### config.mk
export PLATFORM = sky130hd
export DESIGN_NAME = wmk_update_unit
export DESIGN_NICKNAME = d
export VERILOG_FILES = /design/src/rtl/wmk_pkg.sv /design/src/rtl/wmk_convert.sv /design/src/rtl/wmk_guard.sv /design/src/rtl/wmk_store.sv /design/src/rtl/wmk_update_unit.sv
export SDC_FILE = /design/constraint.sdc
export NUM_CORES = 2
export LEC_CHECK = 0
export BUFFER_PORTS_ARGS = -buffer_cell sky130_fd_sc_hd__buf_2
export CORE_AREA = 10 10 353 355
export CTS_BUF_LIST = sky130_fd_sc_hd__clkbuf_4
export DETAILED_ROUTE_END_ITERATION = 8
export DIE_AREA = 0 0 363 365
export MAX_ROUTING_LAYER = met4
export PLACE_DENSITY_LB_ADDON = 0.15
export SYNTH_ARGS = -nofsm -noshare
export SYNTH_HDL_FRONTEND = slang
export SYNTH_SLANG_ARGS = --single-unit
### constraint.sdc
create_clock -name clk -period 45.6 [get_ports clk]
set_clock_uncertainty 0.05 [all_clocks]
set_input_delay 2.28 -clock clk [delete_from_list [all_inputs] [get_ports clk]]
set_output_delay 2.28 -clock clk [all_outputs]
set_load 0.05 [all_outputs]
### src/rtl/wmk_pkg.sv
package wmk_pkg;
  localparam int NUM_FLD = 5;
  localparam int NUM_GRP = 3;
  localparam int FLD_W   = 3;

  typedef enum logic [FLD_W-1:0] {
    FLD_URG    = 3'd0,
    FLD_TRIP   = 3'd1,
    FLD_SR_IN  = 3'd2,
    FLD_SR_OUT = 3'd3,
    FLD_MCLK   = 3'd4
  } wmk_fld_e;

  // group index for a field: 0 urgency, 1 self-refresh, 2 clock change
  function automatic int grp_of(input int f);
    case (f)
      int'(FLD_URG), int'(FLD_TRIP):     return 0;
      int'(FLD_SR_IN), int'(FLD_SR_OUT): return 1;
      default:                           return 2;
    endcase
  endfunction
endpackage

### src/rtl/wmk_convert.sv
module wmk_convert #(
  parameter int NS_W  = 24,
  parameter int MHZ_W = 10,
  parameter int CYC_W = 21
) (
  input  logic [NS_W-1:0]  ns,
  input  logic [MHZ_W-1:0] mhz,
  output logic [CYC_W-1:0] cyc
);
  localparam int PW = NS_W + MHZ_W;
  localparam int WW = PW + CYC_W;

  logic [PW-1:0] prod;
  logic [PW-1:0] quo;
  logic [WW-1:0] quo_w;
  logic [WW-1:0] max_w;

  always_comb begin
    prod  = PW'(ns) * PW'(mhz);
    quo   = prod / PW'(1000);
    quo_w = WW'(quo);
    max_w = {{PW{1'b0}}, {CYC_W{1'b1}}};
    if (quo_w > max_w) cyc = {CYC_W{1'b1}};
    else               cyc = quo_w[CYC_W-1:0];
  end
endmodule

### src/rtl/wmk_guard.sv
module wmk_guard #(
  parameter int NS_W = 24
) (
  input  logic [NS_W-1:0] req_ns,
  input  logic [NS_W-1:0] cur_ns,
  input  logic            safe,
  output logic            commit,
  output logic            refused
);
  always_comb begin
    commit  = safe || (req_ns > cur_ns);
    refused = !safe && (req_ns < cur_ns);
  end
endmodule

### src/rtl/wmk_store.sv
module wmk_store #(
  parameter int ENTRIES = 20,
  parameter int NS_W    = 24,
  parameter int CYC_W   = 21,
  parameter int IDX_W   = 5
) (
  input  logic                     clk,
  input  logic                     rst,
  input  logic                     wr_en,
  input  logic [IDX_W-1:0]         wr_idx,
  input  logic [NS_W-1:0]          wr_ns,
  input  logic [CYC_W-1:0]         wr_cyc,
  input  logic                     pb_en,
  input  logic                     pb_val,
  output logic [NS_W-1:0]          cur_ns,
  input  logic                     rd_ok,
  input  logic [IDX_W-1:0]         rd_idx,
  output logic [CYC_W-1:0]         rd_cyc,
  output logic [CYC_W-1:0]         rd_cyc_row,
  output logic [ENTRIES*CYC_W-1:0] cyc_flat,
  output logic [ENTRIES*CYC_W-1:0] row_flat,
  output logic [ENTRIES-1:0]       pend_vec
);
  logic [NS_W-1:0]  ns_q  [ENTRIES];
  logic [CYC_W-1:0] cyc_q [ENTRIES];
  logic [CYC_W-1:0] row_q [ENTRIES];
  logic [ENTRIES-1:0] pb_q;

  always_comb begin
    if (int'(wr_idx) < ENTRIES) cur_ns = ns_q[wr_idx];
    else                        cur_ns = '0;
  end

  always_ff @(posedge clk) begin
    if (rst) begin
      for (int i = 0; i < ENTRIES; i++) begin
        ns_q[i]  <= '0;
        cyc_q[i] <= '0;
        row_q[i] <= '0;
      end
      pb_q       <= '0;
      rd_cyc     <= '0;
      rd_cyc_row <= '0;
    end else begin
      if (wr_en) begin
        ns_q[wr_idx]  <= wr_ns;
        cyc_q[wr_idx] <= wr_cyc;
        row_q[wr_idx] <= wr_cyc;
      end
      if (pb_en) pb_q[wr_idx] <= pb_val;
      if (rd_ok) begin
        rd_cyc     <= cyc_q[rd_idx];
        rd_cyc_row <= row_q[rd_idx];
      end else begin
        rd_cyc     <= '0;
        rd_cyc_row <= '0;
      end
    end
  end

  for (genvar e = 0; e < ENTRIES; e++) begin : g_flat
    assign cyc_flat[e*CYC_W +: CYC_W] = cyc_q[e];
    assign row_flat[e*CYC_W +: CYC_W] = row_q[e];
  end

  assign pend_vec = pb_q;
endmodule

### src/rtl/wmk_update_unit.sv
module wmk_update_unit
  import wmk_pkg::*;
#(
  parameter int SETS  = 4,
  parameter int NS_W  = 24,
  parameter int MHZ_W = 10,
  parameter int CYC_W = 21,
  localparam int SET_W   = $clog2(SETS),
  localparam int ENTRIES = SETS * NUM_FLD,
  localparam int IDX_W   = $clog2(ENTRIES),
  localparam int THR_W   = ENTRIES * CYC_W
) (
  input  logic               clk,
  input  logic               rst,
  input  logic               ld_stb,
  input  logic [SET_W-1:0]   ld_set,
  input  logic [FLD_W-1:0]   ld_fld,
  input  logic [NS_W-1:0]    ld_ns,
  input  logic [MHZ_W-1:0]   refclk_mhz,
  input  logic               safe_lower,
  output logic               done,
  output logic               upd_pend,
  output logic [NUM_GRP-1:0] grp_pend,
  output logic               pend_any,
  input  logic [SET_W-1:0]   rd_set,
  input  logic [FLD_W-1:0]   rd_fld,
  output logic [CYC_W-1:0]   rd_data,
  output logic [CYC_W-1:0]   rd_row,
  output logic [THR_W-1:0]   thr_data,
  output logic [THR_W-1:0]   thr_row
);
  logic             ld_ok, go, rd_ok;
  logic [IDX_W-1:0] ld_idx, rd_idx;
  logic [NS_W-1:0]  cur_ns;
  logic [CYC_W-1:0] new_cyc;
  logic             commit, refused;
  logic [ENTRIES-1:0] pend_vec;

  always_comb begin
    ld_ok  = (int'(ld_fld) < NUM_FLD) && (int'(ld_set) < SETS);
    rd_ok  = (int'(rd_fld) < NUM_FLD) && (int'(rd_set) < SETS);
    go     = ld_stb && ld_ok;
    ld_idx = IDX_W'(ld_set) * IDX_W'(NUM_FLD) + IDX_W'(ld_fld);
    rd_idx = IDX_W'(rd_set) * IDX_W'(NUM_FLD) + IDX_W'(rd_fld);
  end

  wmk_convert #(.NS_W(NS_W), .MHZ_W(MHZ_W), .CYC_W(CYC_W)) conv_i (
    .ns(ld_ns), .mhz(refclk_mhz), .cyc(new_cyc)
  );

  wmk_guard #(.NS_W(NS_W)) guard_i (
    .req_ns(ld_ns), .cur_ns(cur_ns), .safe(safe_lower),
    .commit(commit), .refused(refused)
  );

  wmk_store #(.ENTRIES(ENTRIES), .NS_W(NS_W), .CYC_W(CYC_W), .IDX_W(IDX_W)) store_i (
    .clk(clk), .rst(rst),
    .wr_en(go && commit), .wr_idx(ld_idx), .wr_ns(ld_ns), .wr_cyc(new_cyc),
    .pb_en(go), .pb_val(refused), .cur_ns(cur_ns),
    .rd_ok(rd_ok), .rd_idx(rd_idx), .rd_cyc(rd_data), .rd_cyc_row(rd_row),
    .cyc_flat(thr_data), .row_flat(thr_row), .pend_vec(pend_vec)
  );

  always_ff @(posedge clk) begin
    if (rst) begin
      done     <= 1'b0;
      upd_pend <= 1'b0;
    end else begin
      done     <= go;
      upd_pend <= go && refused;
    end
  end

  always_comb begin
    grp_pend = '0;
    for (int s = 0; s < SETS; s++)
      for (int f = 0; f < NUM_FLD; f++)
        grp_pend[grp_of(f)] = grp_pend[grp_of(f)] | pend_vec[s*NUM_FLD+f];
    pend_any = |grp_pend;
  end
endmodule

==> metrics <==
CP max stage delay=a little under 1 ns; post-route DRC violation count=0; Sequential Area=35,500 um^2; ratio of cells with drive above 1 in the final layout=32.1%; fin cells=8,018; area grow syn2layout=9.58%; synth unique cells=131; Port Buffer Count=just over 900; Sink Count=1,195; syn_nets=6,081; CTS Buf Count=around 320; Max Buffers Root-to-Sink=4; placed cells=7,434; Slew Viols, Final=0; most frequent cells after synthesis=1,152 x edfxtp_1, 579 x nor2_1, 490 x and3_1, 448 x buf_4, 393 x nand2_1; Syn Inst Count=5,752; yosys warns=0; Data arrival, critical path=28.42 ns; crit path capture type=flip-flop; DIE AREA=132,000 um^2; Post-Synthesis Cell Area=70,500 um^2; Main synth FF type=edfxtp_1; synthesized flop and latch total=1,195; Setup Fix Bufs, Post-CTS=0; PostCTS Resize Cnt=0; hold buffers post-CTS=0; GP Congestion=1.10; clock tree from TritonCTS=built; Final min period=27.76 ns; Vias/cell=6.98; routed length per instance=38.9 um; endpoints failing hold=0; Achievable Freq=0.0360 GHz; area used by multi-input combinational logic=29,600 um^2; Final Cycle Share=between 60% and 70%; initial antenna violation count=30; Post-Synth Simple-Gate Area=13.8%; asr flop ratio synth=0%; Global Route Usage Sum=between 40% and 50%; largest family of logic cells by synthesized area=simple AND/OR/NAND/NOR gates; Yosys top cell by area=edfxtp_1; EDFF count, synth=~1,200; mux contribution to synthesized area=11.4%; vias post-DR=55,900; status=completed; largest net degree at the start of global routing=93; startpoint types=primary input; DRT Pass-1 Iters=6; vias in the first global route=between 50,000 and 60,000; WS Path Type=in2reg; unrepaired setup endpoints after global routing=no; Adder-Cell Fraction of Synth Area=6.97%; crit-path max FO=31; DIE HEIGHT=365 um; Worst-Margin Slew=~1.3 ns; drt total wl=312,000 um; hpwl dp=roughly 220,000 um; cell repeated most along the worst path=fa_1; Die W=363 um; post-route setup TNS=0 ns; Clock Latency Late Sink=1.22 ns; grt total ovfl=0; Synth top area share=49.1%; # setup viols final=0; highest-delay cell along the critical path=a211o_1; Synth area leaders=edfxtp_1 49%, mux4_2 11%, fa_1 5.0%, buf_4 4.8%, and3_1 4.4%; global-route wire length before repair=422,000 um; I/O Pins=around 940; Syn Area/Cell=12.2 um^2; H-tree levels=5; Clock Tree Root=clkbuf_4; clock slew at reported path FFs=~0.060 ns; min-delay worst type=reg2reg; layout net count=roughly 6,600; worst relative slew slack=12.8%; worst reg2reg setup slack=around 38 ns; Post-DRT Antenna Nets=0; core box area=~120,000 um^2; most numerous cell in the Yosys netlist=edfxtp_1; Max Cap Viol=0; sequential fraction of the synthesis area=50.3%; Starting DRT DRC Count=8,257; Initial Util=between 50 and 60%; worst path required time=46.26 ns; Synth Area in Compound Gates=8.11%; # fillers=8,978; row cnt=between 100 and 150; XOR/XNOR share of the synthesized area=1.19%
area by class of cell:
type | instances | share of cell area (%)
clock buffer | 483 | 4.70
antenna | 53 | 0.172
clock inverter | 48 | 0.365
multi-input combinational | 3474 | 38.4
sequential | 1195 | 45.9
inverter | 193 | 0.938
tap | 1536 | 2.49
timing repair buffer | 1036 | 7.06
final timing paths:
kind	start	cells past startpoint	endpoint
hold / removal	store_i.pend_vec[3]	2	store_i.pend_vec[3]
setup reg to reg	store_i.ns_q[2][0]	20	store_i.ns_q[14][14]
setup / recovery	ld_ns[14]	70	store_i.row_q[21][0]
hold reg to reg	store_i.pend_vec[3]	2	store_i.pend_vec[3]
metrics by stage:
stage                     hold slack, ns  util [%]  worst slack [ns]  instance area [um^2]
after floorplan                    0.381         -             22.75                 70500
after global routing               0.435      65.7             15.96                 77200
after detailed placement           0.401      62.3             17.31                 73200
final                              0.416      65.7             17.84                 77200
after CTS                          0.410      65.6             18.44                 77100
after global placement             0.397      62.3             17.76                 73200
layout by cell type, fill, tap and decap left out, types with 23 or more instances in the layout:
master,instances
edfxtp_1,1152
buf_2,935
nor2_1,555
and3_1,490
clkbuf_4,483
nand2_1,389
mux4_2,330
inv_1,192
a21oi_1,179
fa_1,175
and2_1,144
ha_1,101
buf_4,100
o21ai_0,88
nand3_1,74
xnor2_1,65
nor3_1,55
diode_2,53
a31oi_1,46
mux2i_1,45
dfxtp_1,43
clkinv_1,34
o21ai_1,32
o211ai_1,30
a21o_1,29
a211oi_1,29
nand4_1,28
o22a_1,27
or3_1,27
nor4_1,26
a21oi_2,25
o21a_1,24
xor2_1,23
worst max-delay path, delay by kind of cell:
| family | cells | cell delay, ns |
|---|---|---|
| XOR/XNOR | 2 | 1.10 |
| buffers and inverters | 5 | 0.78 |
| AO/OA/AOI/OAI | 39 | 15.09 |
| adder cells (fa/ha/maj) | 7 | 3.41 |
| multiplexers | 2 | 0.80 |
| AND/OR/NAND/NOR | 15 | 4.87 |
cell families (layout without fill, tap and decap cells):
kind of cell | count (synthesis) | count (layout)
other | 0 | 53
AO/OA/AOI/OAI | 764 | 764
AND/OR/NAND/NOR | 1941 | 1941
flip-flops | 1195 | 1195
multiplexers | 387 | 387
XOR/XNOR | 94 | 94
adder cells (fa/ha/maj) | 288 | 288
buffers and inverters | 1083 | 1760
metal layers:
layer	GRT usage, %	vias up	wire length, um
met5	-	-	0
met3	26.8	1051	56500
li1	-	22000	-
met1	53.5	27800	101000
met4	30.6	0	24800
met2	63.5	5126	129000
registers in the layout, summed over array words and instances (netlist names):
register and cells:
done 1, store_i.ns_q 480, store_i.pend_vec 20, store_i.rd_cyc 21
store_i.row_q 672, upd_pend 1
Power is not shown: default switching activity piles up to over one toggle a cycle in this logic, so the estimate is an artifact.
